File: config.mk
export PLATFORM = sky130hd
export DESIGN_NAME = alu_bw
export DESIGN_NICKNAME = d
export VERILOG_FILES = /design/src/rtl/alu_bw.sv
export SDC_FILE = /design/constraint.sdc
export NUM_CORES = 1
export LEC_CHECK = 0
export ABC_AREA = 1
export BUFFER_PORTS_ARGS = -buffer_cell sky130_fd_sc_hd__buf_2
export CORE_MARGIN = 2
export CORE_UTILIZATION = 60
export CTS_CLUSTER_DIAMETER = 150
export DETAILED_ROUTE_END_ITERATION = 8
export GPL_TIMING_DRIVEN = 1
export PLACE_DENSITY = 0.84
export SYNTH_ARGS = -nofsm -noshare
export SYNTH_HDL_FRONTEND = slang
export SYNTH_SLANG_ARGS = --single-unit
File: constraint.sdc
create_clock -name clk -period 8.47 [get_ports clk]
set_clock_uncertainty 0.15 [all_clocks]
set_input_delay 0.4235 -clock clk [delete_from_list [all_inputs] [get_ports clk]]
set_output_delay 0.4235 -clock clk [all_outputs]
set_load 0.02 [all_outputs]
File: src/rtl/alu_bw.sv
module alu_bw (
  input  logic        clk,
  input  logic        rst_n,
  input  logic        in_valid,
  input  logic        wide,
  input  logic [3:0]  op,
  input  logic [15:0] dst,
  input  logic [15:0] src,
  input  logic        cf_in,
  input  logic        af_in,
  output logic        out_valid,
  output logic [15:0] result,
  output logic        wr_en,
  output logic        cf,
  output logic        af,
  output logic        of,
  output logic        sf,
  output logic        zf,
  output logic        pf
);
  localparam logic [3:0] OP_ADD = 4'd0,  OP_ADC = 4'd1,  OP_SUB = 4'd2,  OP_SBB = 4'd3;
  localparam logic [3:0] OP_INC = 4'd4,  OP_DEC = 4'd5,  OP_NEG = 4'd6,  OP_CMP = 4'd7;
  localparam logic [3:0] OP_AND = 4'd8,  OP_OR  = 4'd9,  OP_XOR = 4'd10, OP_TST = 4'd11;
  localparam logic [3:0] OP_NOT = 4'd12, OP_DAA = 4'd13, OP_DAS = 4'd14;

  logic [15:0] am, bm, x, y, hx, res;
  logic [16:0] s17;
  logic        ci, sub, carry, xs, ys, rs, ovf;
  logic        nc, na, no, ns, nz, np, upd, wr;

  assign am = wide ? dst : {8'h00, dst[7:0]};
  assign bm = wide ? src : {8'h00, src[7:0]};

  always_comb begin
    x = am; y = bm; ci = 1'b0; sub = 1'b0;
    case (op)
      OP_ADC: ci = cf_in;
      OP_SUB, OP_CMP: sub = 1'b1;
      OP_SBB: begin sub = 1'b1; ci = cf_in; end
      OP_INC: y = 16'd1;
      OP_DEC: begin sub = 1'b1; y = 16'd1; end
      OP_NEG: begin sub = 1'b1; x = 16'd0; y = am; end
      default: ;
    endcase
  end

  assign s17   = sub ? ({1'b0, x} - {1'b0, y} - {16'd0, ci})
                     : ({1'b0, x} + {1'b0, y} + {16'd0, ci});
  assign carry = wide ? s17[16] : s17[8];
  assign hx    = x ^ y ^ s17[15:0];
  assign xs    = wide ? x[15] : x[7];
  assign ys    = wide ? y[15] : y[7];
  assign rs    = wide ? s17[15] : s17[7];
  assign ovf   = sub ? ((xs != ys) && (rs != xs)) : ((xs == ys) && (rs != xs));

  logic       lofix, dahi, dshi;
  logic [8:0] da1, ds1;
  logic [7:0] da2, ds2;
  assign lofix = (dst[3:0] > 4'd9) || af_in;
  assign da1   = {1'b0, dst[7:0]} + (lofix ? 9'd6 : 9'd0);
  assign ds1   = {1'b0, dst[7:0]} - (lofix ? 9'd6 : 9'd0);
  assign dahi  = (da1[7:4] > 4'd9) || cf_in || da1[8];
  assign dshi  = (ds1[7:4] > 4'd9) || cf_in || ds1[8];
  assign da2   = da1[7:0] + (dahi ? 8'h60 : 8'h00);
  assign ds2   = ds1[7:0] - (dshi ? 8'h60 : 8'h00);

  always_comb begin
    res = wide ? s17[15:0] : {8'h00, s17[7:0]};
    nc = carry; na = hx[4]; no = ovf; upd = 1'b1; wr = 1'b1;
    case (op)
      OP_INC, OP_DEC: nc = cf_in;
      OP_CMP: wr = 1'b0;
      OP_AND, OP_TST: begin res = am & bm; nc = 1'b0; na = 1'b0; no = 1'b0; wr = (op == OP_AND); end
      OP_OR:  begin res = am | bm; nc = 1'b0; na = 1'b0; no = 1'b0; end
      OP_XOR: begin res = am ^ bm; nc = 1'b0; na = 1'b0; no = 1'b0; end
      OP_NOT: begin res = ~am & (wide ? 16'hFFFF : 16'h00FF); nc = cf_in; na = af_in; upd = 1'b0; end
      OP_DAA: begin res = {8'h00, da2}; nc = dahi; na = lofix; no = 1'b0; end
      OP_DAS: begin res = {8'h00, ds2}; nc = dshi; na = lofix; no = 1'b0; end
      4'd15:  begin res = am; nc = cf_in; na = af_in; upd = 1'b0; wr = 1'b0; end
      default: ;
    endcase
  end

  assign ns = (wide && op != OP_DAA && op != OP_DAS) ? res[15] : res[7];
  assign nz = (res == 16'd0);
  assign np = ~^res[7:0];

  always_ff @(posedge clk) begin
    if (!rst_n) begin
      out_valid <= 1'b0; result <= 16'd0; wr_en <= 1'b0;
      cf <= 1'b0; af <= 1'b0; of <= 1'b0; sf <= 1'b0; zf <= 1'b0; pf <= 1'b0;
    end else begin
      out_valid <= in_valid;
      if (in_valid) begin
        result <= res; wr_en <= wr; cf <= nc; af <= na;
        if (upd) begin
          of <= no; sf <= ns; zf <= nz; pf <= np;
        end
      end
    end
  end
endmodule

**Word level (Yosys, flattened, before mapping)**

Cells that the tools add are included.

- Bits in registers: 24
- Input bits: 42
- Output and inout port bits: 24
- Logic and storage cells: 93

- $add $sub $neg: 8
- Order comparisons: 3
- Equal/unequal tests: 20
- Muxes and demuxes: 23
- Bitwise logic cells: 8
- Reductions and logical operators: 22

Operators by type and width:

| cell | number |
|---|---|
| $pmux 16 s7 | 1 |
| $mux 16 | 5 |
| $and 16x16->16 | 2 |
| $eq 4x4->1 const B | 8 |
| $pmux 16 s2 | 1 |
| $add 16x16->17 | 1 |
| $add 17x1->17 | 1 |
| $mux 17 | 1 |
| $sub 16x16->17 | 1 |
| $sub 17x1->17 | 1 |
| $eq 4x3->1 const B | 4 |
| $logic_not 16->1 | 1 |
| $not 16->16 | 1 |
| $or 16x16->16 | 1 |
| $xor 16x16->16 | 1 |
| $mux 7 | 2 |
| $gt 4x4->1 const B | 3 |
| $reduce_or 2->1 | 6 |
| $xor 5x5->5 | 2 |
| $add 8x9->9 | 1 |
| $mux 1 | 9 |
| $sub 8x3->9 | 1 |
| $add 8x7->8 | 1 |
| $eq 4x2->1 const B | 2 |
| 17 further kinds | 27 |

**Logic depth before layout (Yosys ltp)**

Gate-level depths: netlist of run 1.

- Depth after elaboration: 11
- Depth in mapped cells: 30

**Worst setup path before layout of run 1**

OpenSTA, ideal clock, no wires.

- Kind: in2reg
- Start point: input port dst[2]
- End point: register zf
- Setup time: 0.070 ns
- Arrival: 4.033 ns
- Data required time: 8.250 ns
- Path slack: 4.217 ns
- Stages: 26
- Buffers on the path: 0
- Path through: inv_1 -> a21oi_1 -> nor2_1 -> inv_1 -> ha_1 -> fa_1 -> nand4_1 -> xor2_1 -> o21bai_1 -> nand2_1 -> ha_1 -> inv_1 -> fa_1 -> nand2_1 -> o2111ai_1 -> a21oi_1 -> a32o_1 -> ha_1 -> nand4_1 -> nor2_1 -> nand3_1 -> nor2_1 -> nand3_1 -> nor2_1 -> nand3_1 -> a21oi_1

- Cells in the longest elaborated chain, start to end: 11

Ends and longest elaborated chain:

| item | RTL line | text |
|---|---|---|
| from (decl) | 7 | `input logic [15:0] dst,` |
| $gt 4x4->1 | 59 | `assign lofix = (dst[3:0] > 4'd9) \|\| af_in;` |
| $logic_or 1x1->1 | 59 |  |
| $mux 3 | 60, 61 |  |
| $add 8x9->9 / $sub 8x3->9 (equally long branches) | 60, 61 |  |
| $gt 4x4->1 (on tied branches) | 62, 63 |  |
| $logic_or 1x1->1 (on tied branches) (2 in a row) | 62, 63 |  |
| $mux 7 (on tied branches) | 64, 65 |  |
| $add 8x7->8 / $sub 8x7->8 (equally long branches) | 64, 65 |  |
| $pmux 16 s7 * | 70 | `case (op)` |
| $logic_not 16->1 * | 85 | `assign nz = (res == 16'd0);` |
| to (signal assigned) | 97 | `of <= no; sf <= ns; zf <= nz; pf <= np;` |
| to (decl) | 18 | `output logic zf,` |

Every way passes the cells marked *; elsewhere a longest branch is shown, timed or not.
A chain may end at the register's enable or synchronous reset.

**Final worst setup path of run 1**

- Start point: input port op[3]
- End point: register zf

- Cells in the longest elaborated chain, start to end: 9

Ends and longest elaborated chain:

| item | RTL line | text |
|---|---|---|
| from (decl) | 6 | `input logic [3:0] op,` |
| $eq 4x3->1 | 36 | `case (op)` |
| $reduce_or 2->1 (no source line) | n/a |  |
| $pmux 16 s2 | 36 |  |
| $add 16x16->17 / $sub 16x16->17 (equally long branches) | 48, 47 |  |
| $add 17x1->17 / $sub 17x1->17 (equally long branches) | 48, 47 |  |
| $mux 17 | 47 | `assign s17 = sub ? ({1'b0, x} - {1'b0, y} - {16'd0, ci})` |
| $mux 16 | 68 | `res = wide ? s17[15:0] : {8'h00, s17[7:0]};` |
| $pmux 16 s7 | 70 |  |
| $logic_not 16->1 | 85 |  |

Several ways; a longest one is shown, not always the timed one.

==> summary.txt, run 1 <==
Logic synthesis
  – Syn Nets: 1056
  – Post-synth EDFFs: 0
  – Sequential area share after synthesis: roughly 9%
  – Ys Warns: 0
  – Top-area cell type share of the netlist area: 19.88%
  – Syn Area/Cell: around 5.9 um2
  – Number of library cell types mapped by synthesis: 48
  – Top post-synthesis cells by count: nand2_1 (228), inv_1 (169), ha_1 (86)
  – Synth Register Bits: 24
  – Cell taking the most area after synthesis: ha_1
  – Syn Inst Count: between 900 and 1000
  – Count leader, synth: nand2_1
  – Mapped Area: about 5400 um2
  – Synth area leaders: ha_1 (20%), nand2_1 (16%), inv_1 (12%)
  – Post-synth ARST share: 0%
  – Most used DFF post-synth: dfxtp_1

Drt
  – Met1 wire length: 7265 um
  – DRC Markers: 0
  – Initial DRC Count: between 500 and 600
  – Top metal layer carrying routed signals: met4
  – Met3 routed WL: 1202 um
  – Pre-antenna DRT Iters: 6
  – Final wirelength: 16520 um
  – Via count: 6283
  – Final ANT Viol Nets: 0
  – WL per Instance: 15.29 um
  – Metal2 WL: 7560 um
  – Via/cell ratio: 5.818

STA
  – Final setup fails: 0
  – Max Fclk: 187.8 MHz
  – Tmin final: ~5.3 ns
  – Setup tns final: 0 ns
  – RSZ-0062 raised after global routing: false
  – Final worst path period share: ~63%
  – Worst slew margin: between 10% and 20%
  – Final Max Tran Viols: 0
  – Final hold viol count: 0
  – Slew @ Worst Pin: approximately 1.2 ns

GRT
  – GRT Total Usage: 33.14%
  – First-pass GRT wire length: 27100 um
  – Vias in the first global route: 5688
  – Antenna violations before repair: 0
  – Global route overflow: 0
  – Largest net degree at the start of global routing: 36

Worst setup path
  – CP Max Fanout: 15
  – R2r endpoint: result[1]$_SDFFE_PN0P_
  – WS Path Type: input port to register
  – Crit path capture type: register
  – R2R Setup Slk: 7.63 ns
  – Crit path buf inv count: 5
  – Top cell family by delay on the critical path: simple AND/OR/NAND/NOR gates
  – Register-to-Register Path Depth: 2
  – Crit path required time: around 8.5 ns
  – Slowest stage delay, CP: 0.95 ns
  – R2R Path Start: result[1]$_SDFFE_PN0P_
  – Startpoint Class: input port
  – Slowest stage cell, crit path: nor2_1
  – Crit path DAT: 5.37 ns

Die
  – Die width: 98.99 um
  – Initial core utilization: 62.08%
  – Row cnt: 34
  – Core Box Area: slightly below 9000 um2
  – Die height: 98.99 um
  – IO Count: 66
  – Total Die Area: between 9000 and 10000 um2

Min path
  – Hold EP: result[11]$_SDFFE_PN0P_
  – Hold/Removal Path Class: register to register
  – HP Start: result[11]$_SDFFE_PN0P_
  – Hold path depth: 2

CTS
  – CTS buffer count: 3
  – Hold-fix buffers, CTS: 0
  – Clk_lat worst skew: 0.27 ns
  – Root Buffer: clkbuf_8
  – Sink Count: 24
  – CTS resizes: 0
  – CTS tree: yes
  – H-tree lvl count: 1
  – Worst-case clock buffer depth: 2
  – Post-CTS setup buffers: 0
  – Reg clk slew, reported paths: ~0.08 ns

Final layout
  – Synth-to-layout area growth: 7.950%
  – Reg area: 480.5 um2
  – Final Net Count: 1108
  – Non-filler instance count after layout: 1080
  – Post-route cell area: 5844 um2
  – Multi-input gate area in the final layout: 4177 um2
  – Layout cells sized above 1: approximately a tenth
  – Filler cells: 870
  – Antenna Cells: 0

Power
  – Power, Total: 0.6227 mW
  – Pwr Density: around 110 nW/um2
  – Leak pwr: 3.349 nW
  – Sequential share of power: roughly a fifth
  – Worst VDD drop: 0.08156 mV
  – Sw power: 0.3149 mW
  – Internal power: 0.3078 mW
  – Comb pwr share: 66.7%
  – Clock share of power: 12.8%
  – Sw frac: 50.56%

Placement
  – Placed cell area: a little under 6000 um2
  – Placed Cells: 1076
  – RePlAce Congestion: 1.020
  – HPWL after DPL: 13420 um
  – IO Port Bufs: 65

Status
  – Status: finished, final reports clean

Run
  – Max cap viols: 0
## power groups by stage
stage | Clock, mW | Sequential, mW | Combinational (mW)
final | 0.0796 | 0.128 | 0.415
after global routing | 0.0842 | 0.129 | 0.466
after CTS | 0.0775 | 0.127 | 0.408
after detailed placement | 0 | 0.130 | 0.405
after global placement | 0 | 0.130 | 0.401
after floorplan | 0 | 0.142 | 0.289
## worst max path at each step
stage	from	end	cells after the start
final	op[3]	zf$_SDFFE_PN0P_	26
after global routing	op[3]	zf$_SDFFE_PN0P_	26
after CTS	op[3]	zf$_SDFFE_PN0P_	26
after detailed placement	op[3]	zf$_SDFFE_PN0P_	26
after global placement	op[3]	zf$_SDFFE_PN0P_	26
after floorplan	dst[2]	zf$_SDFFE_PN0P_	26
## cell type report
| class | count | area share, % |
|---|---|---|
| Multi-Input combinational cell | 700 | 71.46 |
| Inverter | 179 | 11.50 |
| Sequential cell | 24 | 8.221 |
| Timing Repair Buffer | 65 | 5.566 |
| Tap cell | 108 | 2.312 |
| Clock buffer | 4 | 0.9420 |
## through the flow
stage               hold WS [ns]  setup slack [ns]  util [%]
finish                    0.3330             3.145     67.02
global route              0.3496             2.819     67.02
CTS                       0.3382             3.333     67.02
detailed placement        0.3148             3.111     66.38
global placement          0.3109             3.395     66.38
floorplan                 0.3917             4.217         -
## placed cells by master (no fill, tap or decap), types with 2 or more instances in the layout
| cell type | n |
|---|---|
| buf_2 | 65 |
| ha_1 | 86 |
| o2111ai_1 | 5 |
| a21oi_1 | 46 |
| xor2_1 | 11 |
| nor2_4 | 3 |
| nand2_2 | 5 |
| o21ai_0 | 42 |
| a211oi_1 | 9 |
| clkinv_1 | 2 |
| nor2_2 | 5 |
| o21ai_1 | 7 |
| a21o_1 | 3 |
| nor2_1 | 74 |
| and2_1 | 2 |
| o211ai_1 | 8 |
| xnor2_1 | 3 |
| nand4_1 | 12 |
| clkbuf_8 | 4 |
| nand3_1 | 74 |
| dfxtp_1 | 24 |
| inv_1 | 169 |
| fa_1 | 7 |
| a32o_1 | 2 |
| a221oi_1 | 4 |
| a31oi_1 | 3 |
| or2_2 | 4 |
| o21bai_1 | 5 |
| o22ai_1 | 27 |
| inv_2 | 8 |
| nand2_1 | 228 |
| nand3b_1 | 3 |
| nor3_1 | 10 |
## sequential cells by signal (all words and copies together), names as in the netlist
register	count
out_valid	1
pf	1
zf	1
result	16
of	1
wr_en	1
sf	1
af	1
cf	1
## routing by layer
layer  track usage, %  vias to the layer above
li1                 -                     3101
met1            46.25                     2842
met2            54.42                      300
met3            2.482                       40
met4            10.33                        0
met5                0                        -
## worst reg2reg max path, stage by stage, from the launching register on
cell,delay [ns]
dfxtp_1,0.32
o21ai_0,0.17
a21oi_1,0.07
## kinds of logic after synthesis
logic type | share of synthesized area [%]
buf+inv | 13.98
compound gates | 18.77
fa+ha+maj | 22.46
simple gates | 33.65
xor+xnor | 2.265
flops | 8.874
(Power assumes the default switching activity.)
==> run 2: changes to the inputs <==
- ABC_AREA: 1 -> 0
- clock period: 8.47 -> 5.53 ns (I/O delays scaled with it)
==> run 2 against run 1 <==
Flip-flop and latch count unchanged; cell area fell by 5.4%; critical path depth down 3; hold slack worse by 0.16 ns; sequential power increased by 55%; utilization is 0.28 points higher; highest routed layer unchanged; synthesized cell count decreased by 21%; routed wire length fell by 5.3%; clock-buffer cell count decreased by 1; sequential share of layout area rose by 0.47 points; first-iteration DRC count decreased by 9.3%; non-clock buffer count increased by 8.
==> summary.txt, run 2 <==
Final layout
  – Post-route cell area: 5529 um2
  – Final Net Count: approximately 910
  – Synth-to-layout area growth: 8.362%
  – Number of flip-flops in the largest register: 16
  – Layout cells sized above 1: 12.76%
  – Commonest non-fill, non-tap cell in the layout: inv_1
  – Non-filler instance count after layout: 881
  – Finished Core Util: 67.29%
  – Top reg by flops: result
  – Antenna Cells: 0
  – Most frequent cells in the layout: inv_1 (87), ha_1 (86), nand2_1 (82)

STA
  – Final Max Tran Viols: 0
  – Worst slew margin: 29.76%
  – Final hold viol count: 0
  – RSZ-0062 raised after global routing: false
  – Final setup fails: 0
  – Fin worst setup slack: 0.4313 ns
  – Setup tns final: 0 ns
  – Final worst path period share: 92.20%
  – Max Fclk: 196.1 MHz
  – Slew @ Worst Pin: 1.050 ns
  – Tmin final: approximately 5.1 ns

CTS
  – Clk_lat worst skew: about 0.26 ns
  – CTS buffer count: 3
  – H-tree lvl count: 1
  – CTS tree: yes
  – Hold-fix buffers, CTS: 0
  – Sink Count: 24
  – Worst-case clock buffer depth: 2
  – Post-CTS setup buffers: 0
  – CTS resizes: 0
  – Reg clk slew, reported paths: 0.07 ns
  – Root Buffer: clkbuf_8

Logic synthesis
  – Sequential area share after synthesis: 9.416%
  – Synth area leaders: ha_1 (21%), dfxtp_1 (9.4%), inv_1 (6.4%)
  – Mapped Area: 5102 um2
  – Post-synth EDFFs: 0
  – Count leader, synth: inv_1
  – Syn Inst Count: 732
  – Post-synth ARST share: 0%
  – Ys Warns: 0
  – Cell taking the most area after synthesis: ha_1
  – Syn Nets: 867
  – Syn Area/Cell: 6.970 um2
  – Most used DFF post-synth: dfxtp_1
  – Synth Register Bits: 24
  – Top-area cell type share of the netlist area: 21.09%
  – Top post-synthesis cells by count: inv_1 (87), ha_1 (86), nand2_1 (82)
  – Number of library cell types mapped by synthesis: 68

GRT
  – First-pass GRT wire length: 24270 um
  – Gr busiest metal: met2
  – M3 GR Usage: around 3%
  – Antenna violations before repair: 0
  – Vias in the first global route: approximately 4900
  – Largest net degree at the start of global routing: 34
  – M2 GR Usage: between 50% and 60%
  – GRT Total Usage: 33.46%
  – GRT met1 Usage: 47.29%
  – Global route overflow: 0

Die
  – Die width: 96.22 um
  – IO Count: between 60 and 70
  – Initial core utilization: 62.10%
  – Core Box Area: 8217 um2
  – Die height: ~96 um
  – Row cnt: 33
  – Total Die Area: a little over 9000 um2

Worst setup path
  – R2R Setup Slk: 4.36 ns
  – R2r endpoint: sf$_SDFFE_PN0P_
  – Slowest stage cell, crit path: o32ai_1
  – CP Max Fanout: 8
  – Crit path required time: approximately 5.6 ns
  – Slowest stage delay, CP: 0.48 ns
  – CP cell instances: buf_2 > inv_1 > a21oi_1 > nor2_1 > inv_1 > ha_1 > inv_1 > fa_1 > nor3_2 > o21ai_0 > a211o_1 > mux2_2 > ha_1 > a21oi_1 > nor2_1 > o21a_1 > o32ai_1 > ha_1 > nand4_1 > nor3_1 > o2111ai_1 > nor4_1 > a32o_1
  – Crit. Startpoint: dst[1]
  – Crit path capture type: register
  – Register-to-Register Path Depth: 3
  – Top cell family by delay on the critical path: compound AO/OA/AOI/OAI gates
  – Crit path DAT: 5.16 ns
  – WS Path Type: input port to register
  – R2R Path Start: sf$_SDFFE_PN0P_
  – Startpoint Class: input port
  – Crit path buf inv count: 4

Drt
  – Final wirelength: 15640 um
  – Initial DRC Count: 514
  – WL per Instance: 17.75 um
  – Final ANT Viol Nets: 0
  – Pre-antenna DRT Iters: 5
  – Via count: 5479
  – Via/cell ratio: slightly above 6
  – DRC Markers: 0

Placement
  – Placed Cells: 878
  – Worst slack at placement: around 0.24 ns
  – IO Port Bufs: 65
  – HPWL after DPL: 12630 um
  – RePlAce Congestion: about 1.0
  – Placed cell area: around 5500 um2

Power
  – Pwr Density: 171.1 nW/um2
  – Leak pwr: 2.693 nW
  – Worst VDD drop: 0.09484 mV

Min path
  – Hold path depth: 3
  – Hold/Removal Path Class: input port to register
  – Hold EP: result[15]$_SDFFE_PN0P_
  – HP Start: rst_n

Run
  – Max cap viols: 0

Status
  – Status: finished, final reports clean
[run 2: layout make-up]
| cell class | count | area (um2) |
|---|---|---|
| inverter | 89 | 334.1 |
| multi-input combinational | 587 | 4156 |
| sequential | 24 | 480.5 |
| fill | 741 | 2688 |
| tap | 105 | 131.4 |
| clock buffer | 3 | 41.29 |
| timing repair buffer | 73 | 385.4 |
[run 2: worst max path at each step]
stage	end	depth (start not counted)
3_3_place_gp	zf$_SDFFE_PN0P_	23
5_1_grt	zf$_SDFFE_PN0P_	24
6_report	zf$_SDFFE_PN0P_	23
3_5_place_dp	zf$_SDFFE_PN0P_	23
4_1_cts	zf$_SDFFE_PN0P_	23
2_1_floorplan	zf$_SDFFE_PN0P_	21
[run 2: tightest hold or removal path, stage by stage]
cell and delay (ns):
buf_2 0.15, o21ai_0 0.08, a21oi_1 0.04
[run 2: where the power goes]
group | internal (mW) | switching [mW] | leakage (nW)
Clock | 0.0487 | 0.0506 | 0.0216
Sequential | 0.189 | 0.00861 | 0.198
Combinational | 0.252 | 0.397 | 2.47
Total | 0.490 | 0.456 | 2.69
[run 2: layer usage]
metal / vias up / wire length (um)
met5: - / 0
met4: 0 / 405
met2: 294 / 6824
met3: 42 / 1566
met1: 2487 / 6840
li1: 2656 / -
[run 2: cell families after synthesis]
family / synth area share, %
muxes: 1.202
buffers and inverters: 9.122
adders and majority gates: 23.84
xor gates and xnor gates: 6.523
DFF: 9.416
and+or+nand+nor: 21.46
AOI/OAI and AO/OA: 28.45
[run 2: through the flow]
step	power [mW]	hold slack (ns)
6_report	0.9460	0.1769
5_1_grt	1.020	0.1829
4_1_cts	0.9353	0.1652
3_5_place_dp	0.8339	0.3019
3_3_place_gp	0.8180	0.2924
2_1_floorplan	0.6720	0.2482
==> run 3: changes to the inputs <==
- ABC_AREA: 0 -> 1
==> run 3 against run 2 <==
Cell area is 6.3% higher; largest power group unchanged; total power is 5.2% higher; hold slack better by 0.023 ns; flip-flop and latch count stayed put.
==> summary.txt, run 3 (synthesis results as in run 1) <==
Status
  – Status: finished, final reports clean

Power
  – Sw power: 0.4891 mW
  – Power, Total: 0.9949 mW
  – Leak pwr: 3.366 nW
  – Comb pwr share: 64.7%
  – Internal power: 0.5057 mW
  – Sequential share of power: between 15 and 20%
  – Pwr Density: 169.3 nW/um2
  – Sw frac: around 49%
  – Clock share of power: between 10% and 20%
  – Worst VDD drop: between 0.1 and 0.15 mV

STA
  – Final worst path period share: 81.58%
  – Setup tns final: 0 ns
  – RSZ-0062 raised after global routing: false
  – Slew @ Worst Pin: 0.7618 ns
  – Max Fclk: ~220 MHz
  – Hold_ws: 0.1996 ns
  – Fin worst setup slack: roughly 1 ns
  – Tmin final: 4.511 ns
  – Final hold viol count: 0
  – Worst slew margin: ~49%
  – Final Max Tran Viols: 0
  – Final setup fails: 0

CTS
  – Sink Count: 24
  – Hold-fix buffers, CTS: 0
  – Clk_lat worst skew: 0.27 ns
  – CTS buffer count: 3
  – CTS resizes: 0
  – Root Buffer: clkbuf_8
  – Worst-case clock buffer depth: 2
  – Post-CTS setup buffers: 0
  – Reg clk slew, reported paths: 0.09 ns
  – H-tree lvl count: 1
  – CTS tree: yes

Final layout
  – Commonest non-fill, non-tap cell in the layout: nand2_1
  – Non-filler instance count after layout: between 1000 and 1500
  – Multi-input gate area in the final layout: 4177 um2
  – Synth-to-layout area growth: 8.528%
  – Antenna Cells: 0
  – Reg area: 480.5 um2
  – Final Net Count: about 1100
  – Post-route cell area: 5876 um2
  – Finished Core Util: between 60% and 70%
  – Layout cells sized above 1: 10.37%
  – Filler cells: 866
  – Most frequent cells in the layout: nand2_1 (228), inv_1 (169), ha_1 (86)
  – Number of flip-flops in the largest register: 16
  – Top reg by flops: result

Drt
  – Final wirelength: roughly 17000 um
  – Via count: 6270
  – Initial DRC Count: 560
  – Via/cell ratio: 5.795
  – WL per Instance: 15.45 um
  – Pre-antenna DRT Iters: 6
  – DRC Markers: 0
  – Final ANT Viol Nets: 0

Die
  – IO Count: 66
  – Die height: between 90 and 100 um
  – Core Box Area: 8721 um2
  – Row cnt: 34
  – Initial core utilization: 62.08%
  – Total Die Area: 9799 um2
  – Die width: just under 100 um

GRT
  – GRT Total Usage: around 34%
  – Vias in the first global route: 5946
  – Antenna violations before repair: 0
  – First-pass GRT wire length: 27950 um
  – Largest net degree at the start of global routing: 36
  – Global route overflow: 0

Placement
  – Placed cell area: between 5000 and 6000 um2
  – IO Port Bufs: 65
  – HPWL after DPL: 13750 um
  – Placed Cells: roughly 1100
  – RePlAce Congestion: between 0.9 and 1
  – Worst slack at placement: 0.7652 ns

Min path
  – Hold/Removal Path Class: input port to register

Worst setup path
  – Startpoint Class: input port
  – WS Path Type: input port to register
  – Crit path DAT: around 4.6 ns
  – Crit path required time: between 5 and 6 ns
  – Crit path capture type: register
  – CP Max Fanout: 8

Run
  – Max cap viols: 0
==> run 3: cell types whose count changed in the layout (fill, tap and decap cells not counted), moves of 8 or more <==
cell	previous run	this run
nand2b_1	10	0
a21oi_1	65	46
xnor2_1	27	3
nand2_1	82	228
o21ai_0	33	42
nand3_1	9	74
inv_1	87	169
inv_2	0	8
==> run 3: power by group through the flow <==
stage          clock network (mW)  logic, mW  registers, mW
3_3_place_gp                    0      0.622          0.199
2_1_floorplan                   0      0.442          0.217
5_1_grt                     0.165      0.724          0.197
4_1_cts                     0.157      0.632          0.195
3_5_place_dp                    0      0.625          0.199
6_report                    0.156      0.644          0.195
==> run 3: cell type report <==
class | count | share of cell area (%)
Multi-Input combinational cell | 700 | 71.08
Clock inverter | 1 | 0.5111
Tap cell | 108 | 2.300
Timing Repair Buffer | 67 | 5.792
Inverter | 179 | 11.44
Clock buffer | 3 | 0.7027
Sequential cell | 24 | 8.177
==> run 3: layer usage <==
layer	vias to the layer above	global-route usage, %	part of all wire [%]
li1	3117	-	-
met1	2767	47.00	43
met2	336	55.77	44
met3	50	4.610	8.9
met4	0	11.80	3.8
met5	-	0	0
==> run 3: critical path, cell delays in order <==
cell	delay, ns
buf_2	0.13
inv_1	0.25
a21oi_1	0.12
nor2_1	0.26
inv_1	0.17
ha_1	0.23
fa_1	0.43
nand4_1	0.15
xor2_1	0.24
o21bai_1	0.14
nand2_1	0.09
ha_1	0.18
inv_1	0.06
fa_1	0.40
nand2_1	0.08
o2111ai_1	0.10
a21oi_1	0.14
a32o_1	0.19
ha_1	0.16
nand4_1	0.12
nor2_1	0.12
nand3_1	0.08
nor2_1	0.11
nand3_1	0.07
nor2_1	0.08
nand3_1	0.07
a21oi_1	0.11
==> run 3: worst paths after layout <==
check / startpoint / to / slack, ns / depth (start not counted)
max: dst[2] / zf$_SDFFE_PN0P_ / 1.02 / 27
min reg2reg: result[8]$_SDFFE_PN0P_ / result[8]$_SDFFE_PN0P_ / 0.33 / 2
max reg2reg: result[4]$_SDFFE_PN0P_ / result[4]$_SDFFE_PN0P_ / 4.68 / 2
min: af_in / af$_SDFFE_PN0P_ / 0.20 / 3
